--- src/rtl/hz_pkg.sv ---
// Shared definitions for the hazard unit.
// Assumes a register file of 2**REG_AW entries with entry 0 hard-wired to zero.
package hz_pkg;
    parameter int unsigned REG_AW = 5;

    // Operand source encoding; one hot or zero, never both bits set.
    typedef enum logic [1:0] {
        SEL_RF  = 2'b00,
        SEL_WB  = 2'b01,
        SEL_MEM = 2'b10
    } fwd_sel_e;
endpackage

--- src/rtl/hz_operand_fwd.sv ---
// Chooses the source of one ALU operand in execute.
// Assumes a source number of 0 means "no source or zero register".
module hz_operand_fwd
    import hz_pkg::*;
#(
    parameter int unsigned AW = REG_AW
) (
    input  logic [AW-1:0] src,
    input  logic [AW-1:0] mem_rd,
    input  logic          mem_wen,
    input  logic [AW-1:0] wb_rd,
    input  logic          wb_wen,
    output fwd_sel_e      sel
);
    localparam logic [AW-1:0] ZERO_REG = '0;

    logic hit_mem;
    logic hit_wb;

    // Compare against each producer; the newer one wins.
    always_comb begin
        hit_mem = mem_wen && (mem_rd != ZERO_REG) && (mem_rd == src);
        hit_wb  = wb_wen  && (wb_rd  != ZERO_REG) && (wb_rd  == src);
        if (hit_mem)     sel = SEL_MEM;
        else if (hit_wb) sel = SEL_WB;
        else             sel = SEL_RF;
    end

    // Checks on the chosen source.
    always_comb begin
        assert_sel_legal_R3: assert (sel != fwd_sel_e'(2'b11));
        if (src == ZERO_REG) begin
            assert_zero_src_R6: assert (sel == SEL_RF);
        end
        if (!mem_wen && !wb_wen) begin
            assert_no_wen_R7: assert (sel == SEL_RF);
        end
        if (sel == SEL_WB) begin
            assert_wb_needs_match_R2: assert (wb_rd == src);
        end
    end
endmodule

--- src/rtl/hz_load_interlock.sv ---
// Detects a load in execute whose result the instruction in decode needs now.
// Assumes a store reads its data register in memory, so that match is exempt.
module hz_load_interlock
    import hz_pkg::*;
#(
    parameter int unsigned AW = REG_AW
) (
    input  logic [AW-1:0] id_rs1,
    input  logic [AW-1:0] id_rs2,
    input  logic          id_is_store,
    input  logic [AW-1:0] ex_rd,
    input  logic          ex_wen,
    input  logic          ex_is_load,
    output logic          hold
);
    localparam logic [AW-1:0] ZERO_REG = '0;

    logic load_live;
    logic need_a;
    logic need_b;

    // Raise hold when an early source reads the pending load result.
    always_comb begin
        load_live = ex_is_load && ex_wen && (ex_rd != ZERO_REG);
        need_a    = (id_rs1 == ex_rd);
        need_b    = (id_rs2 == ex_rd) && !id_is_store;
        hold      = load_live && (need_a || need_b);
    end

    // Checks on the interlock.
    always_comb begin
        if (!ex_is_load) begin
            assert_only_loads_R11: assert (!hold);
        end
        if (ex_rd == ZERO_REG) begin
            assert_zero_dest_R6: assert (!hold);
        end
        if (id_is_store && (id_rs1 != ex_rd)) begin
            assert_store_data_exempt_R9: assert (!hold);
        end
    end
endmodule

--- src/rtl/hz_store_fwd.sv ---
// Routes the write-back result into the data of a store in the memory stage.
// Assumes mem_rs2 is the store data register.
module hz_store_fwd
    import hz_pkg::*;
#(
    parameter int unsigned AW = REG_AW
) (
    input  logic [AW-1:0] mem_rs2,
    input  logic          mem_is_store,
    input  logic [AW-1:0] wb_rd,
    input  logic          wb_wen,
    output logic          st_sel
);
    localparam logic [AW-1:0] ZERO_REG = '0;

    // Match store data source against the write-back destination.
    always_comb begin
        st_sel = mem_is_store && wb_wen && (wb_rd != ZERO_REG) && (wb_rd == mem_rs2);
    end

    // Checks on the store-data path.
    always_comb begin
        if (!mem_is_store) begin
            assert_store_only_R10: assert (!st_sel);
        end
        if (mem_rs2 == ZERO_REG) begin
            assert_store_zero_R6: assert (!st_sel);
        end
    end
endmodule

--- src/rtl/hazard_unit.sv ---
// Hazard unit top: ALU operand bypass, store-data bypass and load interlock.
// Assumes only read-after-write hazards occur (reads in stage 2, writes in 5).
module hazard_unit
    import hz_pkg::*;
#(
    parameter int unsigned REG_AW_P = REG_AW
) (
    input  logic [REG_AW_P-1:0] id_rs1,
    input  logic [REG_AW_P-1:0] id_rs2,
    input  logic                id_is_store,
    input  logic [REG_AW_P-1:0] ex_rs1,
    input  logic [REG_AW_P-1:0] ex_rs2,
    input  logic [REG_AW_P-1:0] ex_rd,
    input  logic                ex_wen,
    input  logic                ex_is_load,
    input  logic [REG_AW_P-1:0] mem_rd,
    input  logic                mem_wen,
    input  logic [REG_AW_P-1:0] mem_rs2,
    input  logic                mem_is_store,
    input  logic [REG_AW_P-1:0] wb_rd,
    input  logic                wb_wen,
    output logic [1:0]          fwd_a_sel,
    output logic [1:0]          fwd_b_sel,
    output logic                st_data_sel,
    output logic                stall_front,
    output logic                bubble_idex
);
    localparam int unsigned N_OPS = 2;

    logic [REG_AW_P-1:0] op_src [N_OPS];
    fwd_sel_e            op_sel [N_OPS];
    logic                hold;

    // Gather the execute-stage sources into one array.
    always_comb begin
        op_src[0] = ex_rs1;
        op_src[1] = ex_rs2;
    end

    for (genvar i = 0; i < N_OPS; i++) begin : g_op
        hz_operand_fwd #(.AW(REG_AW_P)) u_fwd (
            .src     (op_src[i]),
            .mem_rd  (mem_rd),
            .mem_wen (mem_wen),
            .wb_rd   (wb_rd),
            .wb_wen  (wb_wen),
            .sel     (op_sel[i])
        );
    end

    hz_store_fwd #(.AW(REG_AW_P)) u_st (
        .mem_rs2      (mem_rs2),
        .mem_is_store (mem_is_store),
        .wb_rd        (wb_rd),
        .wb_wen       (wb_wen),
        .st_sel       (st_data_sel)
    );

    hz_load_interlock #(.AW(REG_AW_P)) u_lock (
        .id_rs1      (id_rs1),
        .id_rs2      (id_rs2),
        .id_is_store (id_is_store),
        .ex_rd       (ex_rd),
        .ex_wen      (ex_wen),
        .ex_is_load  (ex_is_load),
        .hold        (hold)
    );

    // Drive the pipeline control outputs.
    always_comb begin
        fwd_a_sel   = op_sel[0];
        fwd_b_sel   = op_sel[1];
        stall_front = hold;
        bubble_idex = hold;
    end

    // Cross-checks between the two operand paths.
    always_comb begin
        if (ex_rs1 == ex_rs2) begin
            assert_same_src_same_sel_R4: assert (fwd_a_sel == fwd_b_sel);
        end
        if (mem_wen && mem_rd == ex_rs1 && ex_rs1 != '0) begin
            assert_mem_priority_R5: assert (fwd_a_sel == 2'b10);
        end
    end
endmodule

--- config.mk ---
export PLATFORM = sky130hd
export DESIGN_NAME = hazard_unit
export DESIGN_NICKNAME = d
export VERILOG_FILES = /design/src/rtl/hz_pkg.sv /design/src/rtl/hz_operand_fwd.sv /design/src/rtl/hz_load_interlock.sv /design/src/rtl/hz_store_fwd.sv /design/src/rtl/hazard_unit.sv
export SDC_FILE = /design/constraint.sdc
export NUM_CORES = 1
export LEC_CHECK = 0
export ABC_AREA = 1
export BUFFER_PORTS_ARGS = -buffer_cell sky130_fd_sc_hd__buf_2
export CORE_MARGIN = 2
export CORE_UTILIZATION = 46
export DETAILED_ROUTE_END_ITERATION = 12
export PLACE_DENSITY = 0.95
export SETUP_SLACK_MARGIN = 0.1
export SLEW_MARGIN = 5
export SYNTH_ARGS = -nofsm -noshare
export SYNTH_HDL_FRONTEND = slang
export SYNTH_SLANG_ARGS = --single-unit
--- constraint.sdc ---
create_clock -name vclk -period 1.5
set_input_delay 0.3 -clock vclk [all_inputs]
set_output_delay 0.3 -clock vclk [all_outputs]
set_load 0.05 [all_outputs]
==> results list, run 1 <==
* Number of warnings printed during yosys synthesis: 0
- Portion of the post-synthesis area used by sequential elements: 0%
- Nets in the synthesized netlist: 194
- Commonest cells in the synthesized netlist: sky130_fd_sc_hd__nand2_1 (60), sky130_fd_sc_hd__inv_1 (22), sky130_fd_sc_hd__nor2_1 (21), sky130_fd_sc_hd__nand3_1 (8)
- The mapped netlist covers between 600 and 700 µm².
- Adder and majority cell fraction of the synthesized area: 0%
* Outcome: did not finish
* IO Pins: 53
- In the post-synthesis netlist, the biggest area contributors are sky130_fd_sc_hd__nand2_1 (33%), sky130_fd_sc_hd__inv_1 (12%), sky130_fd_sc_hd__nor2_1 (12%), sky130_fd_sc_hd__xnor2_1 (9.0%), sky130_fd_sc_hd__xor2_1 (6.4%).
- After detailed placement, the design holds a cell count of approximately 210.
- Final HPWL from detailed placement: between 1500 and 2000 µm
* IO Port Bufs: 53
- Stop err: [ERROR DPL-0038] Utilization greater than 100%, impossible to legalize
* Post-synthesis compound-gate area fraction: about 5.9%
* Maximum number of pins on one net before global-route repair: 5
* Multiplexer share of the synthesized area: 0%
- Post-Synth Simple-Gate Area: between 50 and 60%
* Exit stage: global routing (5_1_grt)
- In this run the vertical extent of the chip is 42.57 µm.
- Area leader, netlist: sky130_fd_sc_hd__nand2_1
- After the last repair the worst path ends at a top-level output.
- At the end of routability-driven placement, the weighted congestion stood at about 0.8.
- Most common cell in the netlist: sky130_fd_sc_hd__nand2_1
- Distinct cells, synth: 19
* Die boundary width: around 43 µm
- For this design, the CTS-stage hold fixing added 0 buffers.
- Placed Area: between 900 and 1000 µm²
- Last worst endpoint in the global-route repair_timing: fwd_a_sel[0]
- Initial core utilization: 50.70%
- By area, the combinational part of the netlist is dominated by simple AND/OR/NAND/NOR gates.
- Post-synthesis share of cell area spent on xor and xnor gates: roughly 15%
- After clock tree synthesis, the setup repair step added 0 buffers.
- The floorplan has 13 rows.
- In the synthesized netlist, the number of instances is ~150.
- Post-synth top area share: 32.91%
* Synthesized area per cell: around 4.6 µm²
[per-stage QoR]
stage          TNS [ns]  setup slack [ns]
3_3_place_gp   -0.03155          -0.02809
4_1_cts               0           0.06631
2_1_floorplan  -0.07782          -0.07782
3_5_place_dp    -0.1930          -0.05680
[cells by family after synthesis]
group                     count (synthesis)
AOI/OAI and AO/OA                         6
xor gates and xnor gates                 12
and+or+nand+nor                          98
buffers and inverters                    32
[repair_timing]
item                       4_1_cts
pin swaps                       12
resized for setup               33
gates cloned                     0
setup endpoints to repair        7
==> inputs of run 2 (changes only) <==
--- a/config.mk
+++ b/config.mk
@@ -7,11 +7,10 @@
 export LEC_CHECK = 0
 export ABC_AREA = 1
 export BUFFER_PORTS_ARGS = -buffer_cell sky130_fd_sc_hd__buf_2
-export CORE_MARGIN = 2
-export CORE_UTILIZATION = 46
+export CORE_AREA = 2 2 63 65
 export DETAILED_ROUTE_END_ITERATION = 12
-export PLACE_DENSITY = 0.95
-export SETUP_SLACK_MARGIN = 0.1
+export DIE_AREA = 0 0 65 67
+export PLACE_DENSITY_LB_ADDON = 0.15
 export SLEW_MARGIN = 5
 export SYNTH_ARGS = -nofsm -noshare
 export SYNTH_HDL_FRONTEND = slang
==> results list, run 2 <==
- The flow ran to the end, and the final reports show no timing, DRC or antenna violations.
- From synthesis to final layout, the design area changed by 63.62%.
* Detailed-router iteration count before antenna repair: 4
- The filler cells instantiated in the layout total about 430.
* Synthesized area per cell: 4.624 µm² (unchanged)
* Worst min path class: in2out
- The number of antenna diodes in the final layout is 0.
- Number of endpoints with negative hold slack in the final report: 0
* Maximum vdd drop: about 0.054 mV
* Initial core utilization: 18.98% (-32 points)
- Of the total power, the share spent switching nets is 52.86%.
* Net switching component of the power: around 0.14 mW
- Iteration-0 DRC Markers: 12
* Multiplexer share of the synthesized area: 0% (unchanged)
- The xor-xnor portion of the synthesized cell area was 15.36% (unchanged).
- Nets in the synthesized netlist: 194 (unchanged)
- The fraction of the mapped netlist area in compound gates was 5.850% (unchanged).
- Sorting the synthesized cells by area gives the leading types as sky130_fd_sc_hd__nand2_1 (33%), sky130_fd_sc_hd__inv_1 (12%), sky130_fd_sc_hd__nor2_1 (12%), sky130_fd_sc_hd__xnor2_1 (9.0%), sky130_fd_sc_hd__xor2_1 (6.4%).
- Of all nets on the critical path, the largest fanout is 4.
* Global route overflow: 0
- In the routed design, unresolved DRC markers number 0.
* Multi-input gate area in the final layout: about 600 µm²
* Pwr dens: 243.4 nW/µm²
* Fmax: about 700 MHz
- The worst setup path is captured at an output pin.
- In the global route stage, overall resource usage came out at 8.842%.
- Combinational group share of total power: 100.0%
- Hold endpoint: fwd_b_sel[1]
- Commonest cells in the synthesized netlist: sky130_fd_sc_hd__nand2_1 (60), sky130_fd_sc_hd__inv_1 (22), sky130_fd_sc_hd__nor2_1 (21), sky130_fd_sc_hd__nand3_1 (8)
* Initial antenna violation count: 0
- Die boundary width: 65 µm (+53%)
* Die boundary height: 67 µm (+57%)
* Slew Limit Fails: 0
- sky130_fd_sc_hd__nand2_1 is the most common cell in the netlist.
* Gpl congestion: 0.7561 (-7.1%)
- Post-Synth Simple-Gate Area: 59.60% (unchanged)
- Counting I/O delays and the setup requirement, the final critical path takes 1.428 ns.
* Most frequent cells in the layout: sky130_fd_sc_hd__nand2_1 (59), sky130_fd_sc_hd__buf_2 (38), sky130_fd_sc_hd__inv_1 (18), sky130_fd_sc_hd__nor2_1 (14), sky130_fd_sc_hd__nor2_2 (11)
- Entering global routing, the biggest net connects 5 pins.
- Of the available clock period, the critical path in the final layout requires 95.22%.
- Fraction of final layout cells with drive strength greater than 1: 42.71%
- The worst hold path was traced through 4 stages.
- Sequential cell count: 0
- For the worst setup path, the data arrival time is ~1.1 ns.
- Number of warnings printed during yosys synthesis: 0 (unchanged)
- Vias per inst: approximately 3.7
- In this run the static leakage power is 0.6768 nW.
- IO Port Bufs: 53 (unchanged)
- Number of cells in the finished layout apart from fillers: 247
* Required time of the critical path: between 1 and 1.5 ns
- The top-area cell type share of the netlist area was 32.91% (unchanged).
- Setup violations remaining at the end of the flow were counted as 0.
- The worst hold path begins at mem_wen.
* Cell Area, Synth: 684.4 µm² (unchanged)
- IO Pins: 53 (unchanged)
- The die covers between 4000 and 5000 µm².
- Once detail routing completed, the nets flagged for antenna violations numbered 0.
* Area of the placeable core: around 3600 µm²
- Adder and majority cell fraction of the synthesized area: 0% (unchanged)
- STA classifies the critical path startpoint as an input pin.
* Internal power contribution: approximately 0.13 mW
- Total wire length after detailed routing: between 2000 and 2500 µm
- Path type of the worst setup path: in2out
* Via count of the first global-routing pass: 817
- Final HPWL from detailed placement: 1834 µm (+2.0%)
- Average routed wire per standard cell: a little over 8 µm
* Normalized max-slew margin: a little under 90%
- The final route contains a little over 900 vias.
* Site Rows: 22 (+9)
* Sequential share of power: 0%
- Distinct cells, synth: 19 (unchanged)
- The sequential cells in the finished layout cover a total of 0 µm².
- After the last flow step, the layout net total stands at approximately 250.
- Area leader, netlist: sky130_fd_sc_hd__nand2_1
- Leaving out fill and tap cells, the most frequent cell in the layout is sky130_fd_sc_hd__nand2_1.
- At the end of the flow the core is filled with cells to 31.05%.
- Wire length of the first global-routing pass: 3222 µm
- Part of the total power dissipated in the clock network: 0%
- Dominant combinational cell family by area after synthesis: simple AND/OR/NAND/NOR gates
- Placed cells: 247 (+16%)
- Max-capacitance violation count: 0
- Clock tree buffer count of the final layout: 0
- The share of synthesized area occupied by flip-flops and latches was 0% (unchanged).
- The number of cells produced by synthesis came to 148 (unchanged).
- Transition time at the pin with the least slew margin: roughly 0.20 ns
- Worst hold-check slack: ~0.97 ns
[run 2: cell counts after synthesis]
Identical to the previous run, type by type.
[run 2: what timing repair did]
item / 4_1_cts / 5_1_grt
pin swaps: 0 / 15
endpoints found under the setup margin: 4 / 7
gates resized for setup: 2 / 38
hold buffers: 0 / 0
buffers inserted: 0 / 0
[run 2: per-layer routing]
layer	global-route usage [%]	vias up	part of all wire, %
met2	15.34	30	41
met5	0	-	0
met3	1.014	0	8.0
met1	12.40	355	51
met4	0	0	0
li1	-	538	-
[run 2: worst max path at each step]
stage	start	end
2_1_floorplan	ex_rd[0]	stall_front
3_3_place_gp	ex_rd[4]	bubble_idex
3_5_place_dp	ex_rd[4]	bubble_idex
4_1_cts	ex_rd[2]	bubble_idex
5_1_grt	mem_rd[3]	fwd_a_sel[1]
6_report	ex_rd[0]	bubble_idex
[run 2: kinds of logic after synthesis]
| group | Yosys count |
|---|---|
| XOR/XNOR | 12 |
| AO/OA/AOI/OAI | 6 |
| buffers and inverters | 32 |
| AND/OR/NAND/NOR | 98 |
[run 2: per-stage QoR]
step	TNS (ns)	area (µm²)	worst slack [ns]	power [mW]
2_1_floorplan	-0.07782	703.2	-0.07782	0.1391
3_3_place_gp	-0.1385	1013	-0.05627	0.2508
3_5_place_dp	-0.1401	1013	-0.04944	0.2490
4_1_cts	-0.1078	1018	-0.05415	0.2508
5_1_grt	-0.02294	1120	-0.01240	0.3095
6_report	0	1120	0.07175	0.2725
[run 2: cell type report]
type,instances,share of cell area [%]
inverter,29,9.944
multi-input combinational,116,53.63
tap,48,5.363
timing repair buffer,54,31.06
[run 2: power by group through the flow]
stage,clock network [mW],registers [mW],logic [mW]
after CTS,0,0,0.251
after detailed placement,0,0,0.249
after global placement,0,0,0.251
after floorplan,0,0,0.139
after global routing,0,0,0.309
final,0,0,0.273
[run 2: critical path: stages]
cell and delay (ns):
sky130_fd_sc_hd__buf_2 0.08, sky130_fd_sc_hd__inv_1 0.06, sky130_fd_sc_hd__nand2_1 0.06, sky130_fd_sc_hd__nand2_1 0.06, sky130_fd_sc_hd__nor2_2 0.12, sky130_fd_sc_hd__nand3_2 0.10
sky130_fd_sc_hd__a21oi_4 0.18, sky130_fd_sc_hd__buf_6 0.17
Note: power is estimated with default switching activity, not from simulation.
